`src/rtl/wos_pkg.sv`:
```
package wos_pkg;

  // Use of memory port B in a given cycle
  typedef enum logic [1:0] {
    PB_IDLE    = 2'd0,
    PB_PL_READ = 2'd1,
    PB_DRAIN   = 2'd2
  } portb_use_e;

endpackage

```
`src/rtl/wos_wmem.sv`:
```
module wos_wmem #(
  parameter int AW = 5,
  parameter int DW = 16
) (
  input  logic          clk,
  input  logic          rst_n,
  input  logic          a_re,
  input  logic [AW-1:0] a_addr,
  output logic [DW-1:0] a_rdata,
  input  logic          b_re,
  input  logic          b_we,
  input  logic [AW-1:0] b_addr,
  input  logic [DW-1:0] b_wdata,
  output logic [DW-1:0] b_rdata
);
  localparam int DEPTH = 1 << AW;

  logic [DW-1:0] mem [DEPTH];

  // Weights start at zero; port B is the only writer
  always_ff @(posedge clk) begin
    if (!rst_n) begin
      for (int i = 0; i < DEPTH; i++) mem[i] <= '0;
    end else if (b_we) begin
      mem[b_addr] <= b_wdata;
    end
  end

  always_ff @(posedge clk) begin
    if (a_re) a_rdata <= mem[a_addr];
    if (b_re) b_rdata <= mem[b_addr];
  end

endmodule

```
`src/rtl/wos_wbuf.sv`:
```
module wos_wbuf #(
  parameter int AW    = 5,
  parameter int DW    = 16,
  parameter int DEPTH = 4
) (
  input  logic          clk,
  input  logic          rst_n,
  input  logic          push,
  input  logic [AW-1:0] push_addr,
  input  logic [DW-1:0] push_data,
  input  logic          pop,
  output logic [AW-1:0] head_addr,
  output logic [DW-1:0] head_data,
  output logic          full,
  output logic          empty,
  input  logic [AW-1:0] look_a,
  input  logic [AW-1:0] look_b,
  output logic          hit_a,
  output logic          hit_b
);
  localparam int PW = (DEPTH > 1) ? $clog2(DEPTH) : 1;
  localparam int CW = PW + 1;

  logic [AW-1:0] ent_addr [DEPTH];
  logic [DW-1:0] ent_data [DEPTH];
  logic [PW-1:0] rd_ptr, wr_ptr;
  logic [CW-1:0] count;
  logic [DEPTH-1:0] live, match_a, match_b;

  assign full      = (count == CW'(DEPTH));
  assign empty     = (count == '0);
  assign head_addr = ent_addr[rd_ptr];
  assign head_data = ent_data[rd_ptr];

  always_ff @(posedge clk) begin
    if (!rst_n) begin
      rd_ptr <= '0;
      wr_ptr <= '0;
      count  <= '0;
    end else begin
      if (push) begin
        ent_addr[wr_ptr] <= push_addr;
        ent_data[wr_ptr] <= push_data;
        wr_ptr <= (wr_ptr == PW'(DEPTH - 1)) ? '0 : wr_ptr + 1'b1;
      end
      if (pop) rd_ptr <= (rd_ptr == PW'(DEPTH - 1)) ? '0 : rd_ptr + 1'b1;
      count <= count + CW'(push) - CW'(pop);
    end
  end

  // Per-entry occupancy and address comparison against both lookups
  for (genvar g = 0; g < DEPTH; g++) begin : g_ent
    logic [PW-1:0] age;
    always_comb begin
      age        = (PW'(g) >= rd_ptr) ? PW'(g) - rd_ptr : PW'(g + DEPTH) - rd_ptr;
      live[g]    = ({1'b0, age} < count);
      match_a[g] = live[g] && (ent_addr[g] == look_a);
      match_b[g] = live[g] && (ent_addr[g] == look_b);
    end
  end

  assign hit_a = |match_a;
  assign hit_b = |match_b;

  AST_NO_OVERFLOW: assert property (@(posedge clk) disable iff (!rst_n)
    push |-> !full);
  AST_NO_UNDERFLOW: assert property (@(posedge clk) disable iff (!rst_n)
    pop |-> !empty);

endmodule

```
`src/rtl/wos_roles.sv`:
```
module wos_roles #(
  parameter int NUM_LAYERS = 2,
  parameter int LW         = 1
) (
  input  logic          clk,
  input  logic          rst_n,
  input  logic          fwd_done,
  input  logic          pl_done,
  output logic [LW-1:0] fwd_layer,
  output logic [LW-1:0] pl_layer,
  output logic          step_end
);
  localparam logic [LW-1:0] LAST = LW'(NUM_LAYERS - 1);

  logic [LW-1:0] cur;
  logic fwd_seen, pl_seen, both;

  assign both      = (fwd_seen | fwd_done) & (pl_seen | pl_done);
  assign fwd_layer = cur;
  assign pl_layer  = (cur == '0) ? LAST : cur - 1'b1;

  always_ff @(posedge clk) begin
    if (!rst_n) begin
      cur      <= LW'(1);
      fwd_seen <= 1'b0;
      pl_seen  <= 1'b0;
      step_end <= 1'b0;
    end else begin
      step_end <= both;
      if (both) begin
        cur      <= (cur == LAST) ? '0 : cur + 1'b1;
        fwd_seen <= 1'b0;
        pl_seen  <= 1'b0;
      end else begin
        fwd_seen <= fwd_seen | fwd_done;
        pl_seen  <= pl_seen | pl_done;
      end
    end
  end

  AST_ROLES_DISTINCT: assert property (@(posedge clk) disable iff (!rst_n)
    fwd_layer != pl_layer);
  AST_SWAP_MOVES: assert property (@(posedge clk) disable iff (!rst_n)
    step_end |-> fwd_layer != $past(fwd_layer));
  AST_ROLE_HOLD: assert property (@(posedge clk) disable iff (!rst_n)
    !both |=> $stable(fwd_layer));

endmodule

```
`src/rtl/wos_portb_arb.sv`:
```
module wos_portb_arb
  import wos_pkg::*;
(
  input  logic       fwd_valid,
  input  logic       fwd_hit,
  input  logic       pl_valid,
  input  logic       pl_hit,
  input  logic       wb_empty,
  output logic       fwd_ready,
  output logic       fwd_stall,
  output logic       pl_ready,
  output logic       pl_stall,
  output logic       drain,
  output portb_use_e b_use
);
  logic forced;

  always_comb begin
    forced    = (fwd_valid & fwd_hit) | (pl_valid & pl_hit);
    // Writes go first on a hazard; otherwise a waiting read owns port B
    drain     = !wb_empty && (forced || !pl_valid);
    fwd_ready = !fwd_hit;
    fwd_stall = fwd_valid & fwd_hit;
    pl_ready  = !pl_hit && !(fwd_valid && fwd_hit);
    pl_stall  = pl_valid & !pl_ready;
    if (drain)                    b_use = PB_DRAIN;
    else if (pl_valid && pl_ready) b_use = PB_PL_READ;
    else                          b_use = PB_IDLE;
  end

endmodule

```
`src/rtl/wos_sched.sv`:
```
module wos_sched
  import wos_pkg::*;
#(
  parameter int NUM_LAYERS = 2,
  parameter int LAYER_AW   = 4,
  parameter int DATA_W     = 16,
  parameter int WB_DEPTH   = 4,
  localparam int LAYER_IW  = $clog2(NUM_LAYERS),
  localparam int PAW       = LAYER_IW + LAYER_AW
) (
  input  logic                clk,
  input  logic                rst_n,
  input  logic                fwd_rd_valid,
  output logic                fwd_rd_ready,
  input  logic [LAYER_AW-1:0] fwd_rd_addr,
  output logic                fwd_rsp_valid,
  output logic [DATA_W-1:0]   fwd_rsp_data,
  input  logic                pl_rd_valid,
  output logic                pl_rd_ready,
  input  logic [LAYER_AW-1:0] pl_rd_addr,
  output logic                pl_rsp_valid,
  output logic [DATA_W-1:0]   pl_rsp_data,
  input  logic                pl_wr_valid,
  output logic                pl_wr_ready,
  input  logic [LAYER_AW-1:0] pl_wr_addr,
  input  logic [DATA_W-1:0]   pl_wr_data,
  input  logic                fwd_done,
  input  logic                pl_done,
  output logic [LAYER_IW-1:0] fwd_layer,
  output logic [LAYER_IW-1:0] pl_layer,
  output logic                fwd_stall,
  output logic                pl_stall,
  output logic                step_end
);
  logic [PAW-1:0] fwd_phys, plr_phys, plw_phys, head_addr, b_addr;
  logic [DATA_W-1:0] head_data;
  logic wb_full, wb_empty, fwd_hit, pl_hit, drain, wr_push, fwd_take, pl_take;
  portb_use_e b_use;

  wos_roles #(.NUM_LAYERS(NUM_LAYERS), .LW(LAYER_IW)) u_roles (
    .clk(clk), .rst_n(rst_n), .fwd_done(fwd_done), .pl_done(pl_done),
    .fwd_layer(fwd_layer), .pl_layer(pl_layer), .step_end(step_end)
  );

  assign fwd_phys = {fwd_layer, fwd_rd_addr};
  assign plr_phys = {pl_layer, pl_rd_addr};
  assign plw_phys = {pl_layer, pl_wr_addr};

  assign pl_wr_ready = !wb_full;
  assign wr_push     = pl_wr_valid & pl_wr_ready;

  wos_wbuf #(.AW(PAW), .DW(DATA_W), .DEPTH(WB_DEPTH)) u_wbuf (
    .clk(clk), .rst_n(rst_n),
    .push(wr_push), .push_addr(plw_phys), .push_data(pl_wr_data),
    .pop(drain), .head_addr(head_addr), .head_data(head_data),
    .full(wb_full), .empty(wb_empty),
    .look_a(fwd_phys), .look_b(plr_phys), .hit_a(fwd_hit), .hit_b(pl_hit)
  );

  wos_portb_arb u_arb (
    .fwd_valid(fwd_rd_valid), .fwd_hit(fwd_hit),
    .pl_valid(pl_rd_valid), .pl_hit(pl_hit), .wb_empty(wb_empty),
    .fwd_ready(fwd_rd_ready), .fwd_stall(fwd_stall),
    .pl_ready(pl_rd_ready), .pl_stall(pl_stall),
    .drain(drain), .b_use(b_use)
  );

  assign fwd_take = fwd_rd_valid & fwd_rd_ready;
  assign pl_take  = (b_use == PB_PL_READ);
  assign b_addr   = (b_use == PB_DRAIN) ? head_addr : plr_phys;

  wos_wmem #(.AW(PAW), .DW(DATA_W)) u_mem (
    .clk(clk), .rst_n(rst_n),
    .a_re(fwd_take), .a_addr(fwd_phys), .a_rdata(fwd_rsp_data),
    .b_re(pl_take), .b_we(b_use == PB_DRAIN), .b_addr(b_addr),
    .b_wdata(head_data), .b_rdata(pl_rsp_data)
  );

  always_ff @(posedge clk) begin
    if (!rst_n) begin
      fwd_rsp_valid <= 1'b0;
      pl_rsp_valid  <= 1'b0;
    end else begin
      fwd_rsp_valid <= fwd_take;
      pl_rsp_valid  <= pl_take;
    end
  end

  AST_FWD_HAZARD_HOLD: assert property (@(posedge clk) disable iff (!rst_n)
    (fwd_rd_valid && fwd_hit) |-> (!fwd_rd_ready && fwd_stall));
  AST_FWD_STALL_DRAINS: assert property (@(posedge clk) disable iff (!rst_n)
    fwd_stall |-> (drain && !pl_take));
  AST_PL_HAZARD_HOLD: assert property (@(posedge clk) disable iff (!rst_n)
    (pl_rd_valid && pl_hit) |-> (!pl_rd_ready && drain));
  AST_PORTB_EXCLUSIVE: assert property (@(posedge clk) disable iff (!rst_n)
    drain |-> !(pl_rd_valid && pl_rd_ready));
  AST_FWD_FREE: assert property (@(posedge clk) disable iff (!rst_n)
    (fwd_rd_valid && !fwd_hit) |-> fwd_rd_ready);
  AST_RSP_TIMING: assert property (@(posedge clk) disable iff (!rst_n)
    (fwd_rd_valid && fwd_rd_ready) |=> fwd_rsp_valid);

endmodule

```
`config.mk`:
```
export PLATFORM = sky130hd
export DESIGN_NAME = wos_sched
export DESIGN_NICKNAME = d
export VERILOG_FILES = /design/src/rtl/wos_pkg.sv /design/src/rtl/wos_wmem.sv /design/src/rtl/wos_wbuf.sv /design/src/rtl/wos_roles.sv /design/src/rtl/wos_portb_arb.sv /design/src/rtl/wos_sched.sv
export SDC_FILE = /design/constraint.sdc
export NUM_CORES = 1
export LEC_CHECK = 0
export BUFFER_PORTS_ARGS = -buffer_cell sky130_fd_sc_hd__buf_2
export CAP_MARGIN = 0
export CORE_MARGIN = 2
export CORE_UTILIZATION = 40
export DETAILED_ROUTE_END_ITERATION = 7
export GPL_ROUTABILITY_DRIVEN = 0
export HOLD_SLACK_MARGIN = 0.15
export PLACE_DENSITY = 0.59
export SYNTH_ARGS = -nofsm -noshare
export SYNTH_HDL_FRONTEND = slang
export SYNTH_SLANG_ARGS = --single-unit
```
`constraint.sdc`:
```
create_clock -name clk -period 6.9 [get_ports clk]
set_input_delay 1.38 -clock clk [delete_from_list [all_inputs] [get_ports clk]]
set_output_delay 1.38 -clock clk [all_outputs]
set_load 0.005 [all_outputs]
```
==> metrics.cfg, run 1 <==
[outcome]
status=complete, no violations

[cts]
clock_latency_ns=0.62
hold_buffers=0
cts-resized-gates=0
cts_inserted_buffers=71
cts_tree=done
post_cts_buffers=0
htree_levels=3
cts-root-buf=clkbuf_16
cts_max_path_buffers=3
clk_pin_slew_ns=0.06
clock-sinks=643

[timing]
fin_tns_setup_ns=0
rsz0062_at_grt=false
timing.final.crit_share_pct=79.3
fin_skew_ns=0.0276
final-max-slew-violation-count=0
hold_viol_final=0
period_needed_ns=5.47
tightest_slew_ns=1.20
setup_slack_ns=1.43
fmax_ghz=0.183
setup_viol=0
maxSlewHeadroom_pct=20.0

[routing]
via_per_inst=6.33
wl_per_cell_um=29.2
drtAntennaViolNets=0
drt_wl_total_um=97300
num_vias=21100
drc=0
drt-pass1-iter-count=6
drt_iter0_drc=3190

[run]
maxCapViolations=0

[worst_setup_path]
critical_path_class=in -> reg
crit_arrival_ns=5.83
crit_fanout=66
max_stage_delay_ns=0.70
slowest_stage=mux2_4
start_kind=input port
cp-end-kind=flip-flop
crit_buf_inv=2
crit_chain=buf_6 > xnor2_1 > nand3_1 > nor4_1 > o41ai_4 > a31oi_4 > mux2_4 > buf_12 > a22o_1 > a221oi_1 > o22ai_1 > or4_1
cp_top_family=compound AO/OA/AOI/OAI gates
cp.required_ns=7.26

[final_layout]
drive_gt1_share_pct=20.6
syn_to_final_growth_pct=12.0
final_nets=2293
final_util_pct=45.4
antenna_cells=0
finalNonFillerCells=3330

[power_and_ir_drop]
comb_power_share_pct=25.0
power_frac_clock_pct=32.6
p_per_area_nw_per_um2=328
intPower_mw=7.62
p_sw_share_pct=32.8
pwr-share-seq_pct=42.4
switching_power_mw=3.72
ir_worst_vdd_mv=0.208
p_leak_nw=12.0

[global_route]
grt_overflow_total=0
grt_max_degree=67
grt_use_total_pct=24.8
grt_pass1_vias=20800
antenna_found_initial=1
grt_pass1_wl_um=143000

[floorplanning]
die_h_um=282
core_um2=76200
start_util_pct=40.5
fp.dieW_um=282
dieArea_um2=79400
ioPinCount=77
placementRows=101

[yosys]
yosys_most_used_dff=edfxtp_1
synth_cells=2248
synth-async-reset-ratio_pct=0
netlist_area_um2=30900
yosysTopAreaCell=edfxtp_1
yosysTopAreaCellShare_pct=61.1
synth_warnings=0
synth_cell_types=48
synth_fp_nets=2295
avgSynthCellArea_um2=13.7
ys_seq_area_share_pct=62.1
ys_top_cells_by_area=edfxtp_1 (61%), mux4_2 (12%), nor2_1 (6.3%)
yosys_register_bits=643
synth_edf_count=628

[min_path]
worstHoldPathType=reg -> reg

[placed_design]
dp_cells=3203
hpwl_um=63300
port_buffers=76
dp_slack_ns=0.888

final timing paths:
| check | from | end | slack, ns | cells after the start |
|---|---|---|---|---|
| setup / recovery | fwd_rd_addr[0] | u_mem.b_rdata[10]$_DFFE_PP_ | 1.43 | 12 |
| hold / removal | u_roles.fwd_seen$_SDFF_PP0_ | u_roles.pl_seen$_SDFF_PP0_ | 0.46 | 1 |
| setup reg to reg | u_wbuf.rd_ptr[0]$_SDFFE_PN0N_ | u_mem.b_rdata[10]$_DFFE_PP_ | 1.57 | 14 |
| hold reg to reg | u_roles.fwd_seen$_SDFF_PP0_ | u_roles.pl_seen$_SDFF_PP0_ | 0.46 | 1 |
placed cells by master, fill, tap and decap left out, drive strengths merged, types with 16 or more instances in the layout:
master / instances
mux2: 21
clkinv: 32
o21ai: 18
inv: 16
clkbuf: 88
nand2: 104
o22ai: 63
mux4: 165
xnor2: 17
a22o: 120
a221oi: 120
xor2: 22
buf: 160
edfxtp: 628
mux2i: 27
nor2: 521
nand2b: 24
through the flow:
stage	power (mW)	instance area, µm²	hold slack [ns]
floorplan	6.52	30900	0.417
global placement	7.64	32300	0.427
detailed placement	7.67	32300	0.449
CTS	11.3	34600	0.459
global route	11.7	34600	0.475
finish	11.3	34600	0.457
cell usage after synthesis, types with 14 or more instances:
library cell  count
edfxtp_1        628
nor2_1          521
clkbuf_1        175
mux4_2          165
a22o_1          120
a221oi_1        116
nand2_1         104
o22ai_1          62
buf_2            28
mux2i_1          27
buf_1            25
nand2b_1         24
xor2_1           22
mux2_2           20
xnor2_1          17
o21ai_1          16
dfxtp_1          15
or4_1            15
inv_1            14
cells by family (layout without fill, tap and decap cells):
family / count (synthesis) / after routing / synth area share, %
buffers and inverters: 250 / 302 / 3.33
multiplexers: 213 / 213 / 13.7
adder cells (fa/ha/maj): 12 / 12 / 0.511
XOR/XNOR: 39 / 39 / 1.11
AND/OR/NAND/NOR: 738 / 738 / 9.96
flip-flops: 643 / 643 / 62.1
AO/OA/AOI/OAI: 353 / 353 / 9.30
layer usage:
metal / track usage (%) / vias to the layer above / wire length [µm]
met4: 11.1 / 2 / 4460
met5: 0 / - / 13
met2: 38.2 / 1356 / 44800
met1: 34.5 / 10800 / 38300
li1: - / 8682 / -
met3: 4.40 / 233 / 9730
layout make-up:
cell class	instances	area [µm²]
timing repair buffer	161	1050
sequential	643	19200
multi-input combinational	1355	10800
clock inverter	40	325
fill	6690	41600
clock buffer	87	1900
tap	1030	1290
inverter	14	52.6
power groups by stage:
stage               registers (mW)  clock network, mW  logic, mW
floorplan                     4.74                  0       1.78
CTS                           4.81               3.74       2.80
finish                        4.81               3.70       2.84
global route                  4.84               3.89       2.97
global placement              4.88                  0       2.77
detailed placement            4.88                  0       2.79
registers in the layout, summed over array words and instances, names as in the netlist, named ones only:
| name | cells |
|---|---|
| u_mem.b_rdata | 16 |
| u_wbuf.wr_ptr | 2 |
| u_mem.a_rdata | 16 |
| u_wbuf.ent_addr | 20 |
| u_mem.mem | 512 |
| u_wbuf.count | 3 |
| u_wbuf.ent_data | 64 |
| u_roles.fwd_seen | 1 |
| fwd_rsp_valid | 1 |
| u_roles.pl_seen | 1 |
| u_wbuf.rd_ptr | 2 |
| u_roles.fwd_layer | 1 |
| pl_rsp_valid | 1 |
| u_roles.step_end | 1 |
Note: power is estimated with default switching activity, not from simulation.
==> inputs of run 2 (changes only) <==
PLACE_DENSITY = 0.61   (was 0.59)
clock period = 4.7 ns   (was 6.9 ns; I/O delays follow)
==> run 2 against run 1 <==
  * Total power grew 50%
  * Core utilization up 1.3 points
  * Flip-flop and latch count did not move
  * Largest cell class unchanged
  * Critical path depth grew 3
  * Register-to-register slack got worse by 1.5 ns
  * Via count rose by 1.8%
  * Clock-buffer cell count fell by 3
==> metrics.cfg, run 2 (synthesis results as in run 1) <==
[outcome]
status=complete, no violations

[cts]
htree_levels=3  ; unchanged
cts-root-buf=clkbuf_16
cts_inserted_buffers=70  ; -1.4%
cts_max_path_buffers=3  ; unchanged
cts_tree=done
post_cts_buffers=0  ; unchanged
clock-sinks=643  ; unchanged
clk_pin_slew_ns=0.06  ; about the same
clock_latency_ns=0.62  ; about the same

[routing]
via_per_inst=6.30  ; -0.62%
num_vias=21500  ; +1.8%
drc=0  ; unchanged
wl_per_cell_um=28.7  ; -1.8%
drt-pass1-iter-count=7  ; +1
drtAntennaViolNets=0  ; unchanged
drt_iter0_drc=2814  ; -12%
drt_wl_total_um=97900  ; +0.63%

[worst_setup_path]
crit_fanout=32  ; -52%
cp-startpoint=u_wbuf.rd_ptr[1]$_SDFFE_PN0N_
r2r_slack_ns=0.05  ; -1.52 ns
endpoint=u_mem.b_rdata[13]$_DFFE_PP_
worstReg2RegEnd=u_mem.b_rdata[13]$_DFFE_PP_
critical_path_class=reg -> reg
max_stage_delay_ns=0.55  ; -0.15 ns
rr_worst_depth=15  ; +1
slowest_stage=a221oi_1
crit_arrival_ns=5.00  ; -0.83 ns
cp-end-kind=flip-flop
start_kind=flip-flop
r2r_start=u_wbuf.rd_ptr[1]$_SDFFE_PN0N_
cp.required_ns=5.05  ; -2.21 ns
crit_chain=ha_1 > ha_1 > nand2b_1 > o22ai_1 > nor4_1 > buf_4 > o41ai_4 > a31oi_4 > buf_4 > mux2i_4 > buf_12 > a22o_1 > a221oi_1 > o22ai_1 > or4_1

[timing]
fmax_ghz=0.215
tightest_slew_ns=1.10  ; -0.103 ns
hold_viol_final=0  ; unchanged
maxSlewHeadroom_pct=26.5  ; +6.6 points
period_needed_ns=4.65
fin_skew_ns=0.0182  ; -0.00938 ns
setup_slack_ns=0.0491  ; -1.38 ns
setup_viol=0  ; unchanged
rsz0062_at_grt=false
timing.final.crit_share_pct=99.0
final-max-slew-violation-count=0  ; unchanged
hold_slack_ns=0.447  ; -0.0100 ns

[final_layout]
drive_gt1_share_pct=23.9  ; +3.3 points
syn_to_final_growth_pct=15.2
top_regs=u_mem.mem x512, u_wbuf.ent_data x64, u_wbuf.ent_addr x20
fill_cells=6662  ; -0.42%
final_nets=2375  ; +3.6%
largest-register=u_mem.mem
finalNonFillerCells=3411  ; +2.4%
mostFrequentLayoutCells=edfxtp_1 (628), nor2_1 (521), mux4_2 (165), buf_4 (143), a22o_1 (120)
largest_reg_flops=512  ; unchanged
final_common_cell=edfxtp_1

[placed_design]
hpwl_um=64100  ; +1.3%
dp_cells=3286  ; +2.6%
dp_slack_ns=-0.173  ; -1.06 ns
port_buffers=76  ; unchanged

[floorplanning]
die_h_um=282  ; unchanged
dieArea_um2=79400  ; unchanged
core_um2=76200  ; unchanged
fp.dieW_um=282  ; unchanged
start_util_pct=40.5  ; unchanged
placementRows=101  ; unchanged
ioPinCount=77  ; unchanged

[run]
maxCapViolations=0  ; unchanged

[global_route]
grt_max_degree=129  ; +93%
grt_pass1_wl_um=143000  ; about the same
grt_pass1_vias=21400  ; +2.8%
grt_overflow_total=0  ; unchanged
antenna_found_initial=1  ; unchanged
grt_use_total_pct=24.8  ; about the same

[power_and_ir_drop]
ir_worst_vdd_mv=0.342  ; +64%
p_per_area_nw_per_um2=479  ; +46%
p_leak_nw=12.5  ; +4.4%

[min_path]
worstHoldPathType=reg -> reg

run 2: cell types whose count changed in the layout (fill, tap and decap cells not counted), sizes merged:
cell    previous run  this run
buf              160       243
clkinv            32        28
clkbuf            88        85
bufinv             5         7
inv               16        18
diode              0         1
run 2: critical path, delay by kind of cell, from the launching register on:
kind,cells,cell delay (ns)
flops,1,0.35
buf+inv,3,0.58
simple gates,3,0.60
mux,1,0.22
compound gates,6,1.94
fa+ha+maj,2,0.64
run 2: how the worst min path moves through the flow:
stage / endpoint / startpoint / cells past startpoint
after floorplan: u_roles.fwd_seen$_SDFF_PP0_ / u_roles.pl_seen$_SDFF_PP0_ / 1
after global placement: u_roles.fwd_seen$_SDFF_PP0_ / u_roles.pl_seen$_SDFF_PP0_ / 1
after detailed placement: u_roles.pl_seen$_SDFF_PP0_ / u_roles.fwd_seen$_SDFF_PP0_ / 1
after CTS: u_roles.pl_seen$_SDFF_PP0_ / u_roles.fwd_seen$_SDFF_PP0_ / 1
after global routing: u_roles.fwd_seen$_SDFF_PP0_ / u_roles.pl_seen$_SDFF_PP0_ / 1
final: u_roles.pl_seen$_SDFF_PP0_ / u_roles.fwd_seen$_SDFF_PP0_ / 1
run 2: area by class of cell:
cell class / count / area (µm²) / area share [%]
multi-input combinational: 1355 / 10800 / 30.5
clock buffer: 84 / 1810 / 5.10
inverter: 14 / 52.6 / 0.148
antenna: 1 / 2.50 / 0.00704
clock inverter: 40 / 422 / 1.19
tap: 1030 / 1290 / 3.63
timing repair buffer: 244 / 1970 / 5.54
sequential: 643 / 19200 / 53.9
run 2: repair_timing:
action,CTS,global route
hold buffers,0,0
endpoints found under the setup margin,0,27
gates resized for setup,0,8
run 2: metal layers:
metal / vias up / global-route usage (%) / part of all wire, %
met5: - / 0 / 0
met3: 188 / 5.62 / 11
li1: 8866 / - / -
met2: 1368 / 38.4 / 46
met1: 11100 / 34.1 / 39
met4: 0 / 9.44 / 3.9
run 2: stage by stage:
stage	power [mW]	TNS, ns	utilization, %	area (µm²)
after CTS	17.0	0	46.6	35500
after global routing	17.5	0	46.6	35500
final	17.0	0	46.6	35500
after global placement	11.5	-0.649	43.6	33300
after detailed placement	11.6	-1.10	43.6	33300
after floorplan	9.57	0	-	30900
run 2: power breakdown:
group	leakage (nW)	switching, mW	internal [mW]	total, mW
sequential	6.50	0.263	6.72	6.98
combinational	4.92	3.01	1.57	4.58
clock	1.10	2.32	3.16	5.47
total	12.5	5.59	11.4	17.0
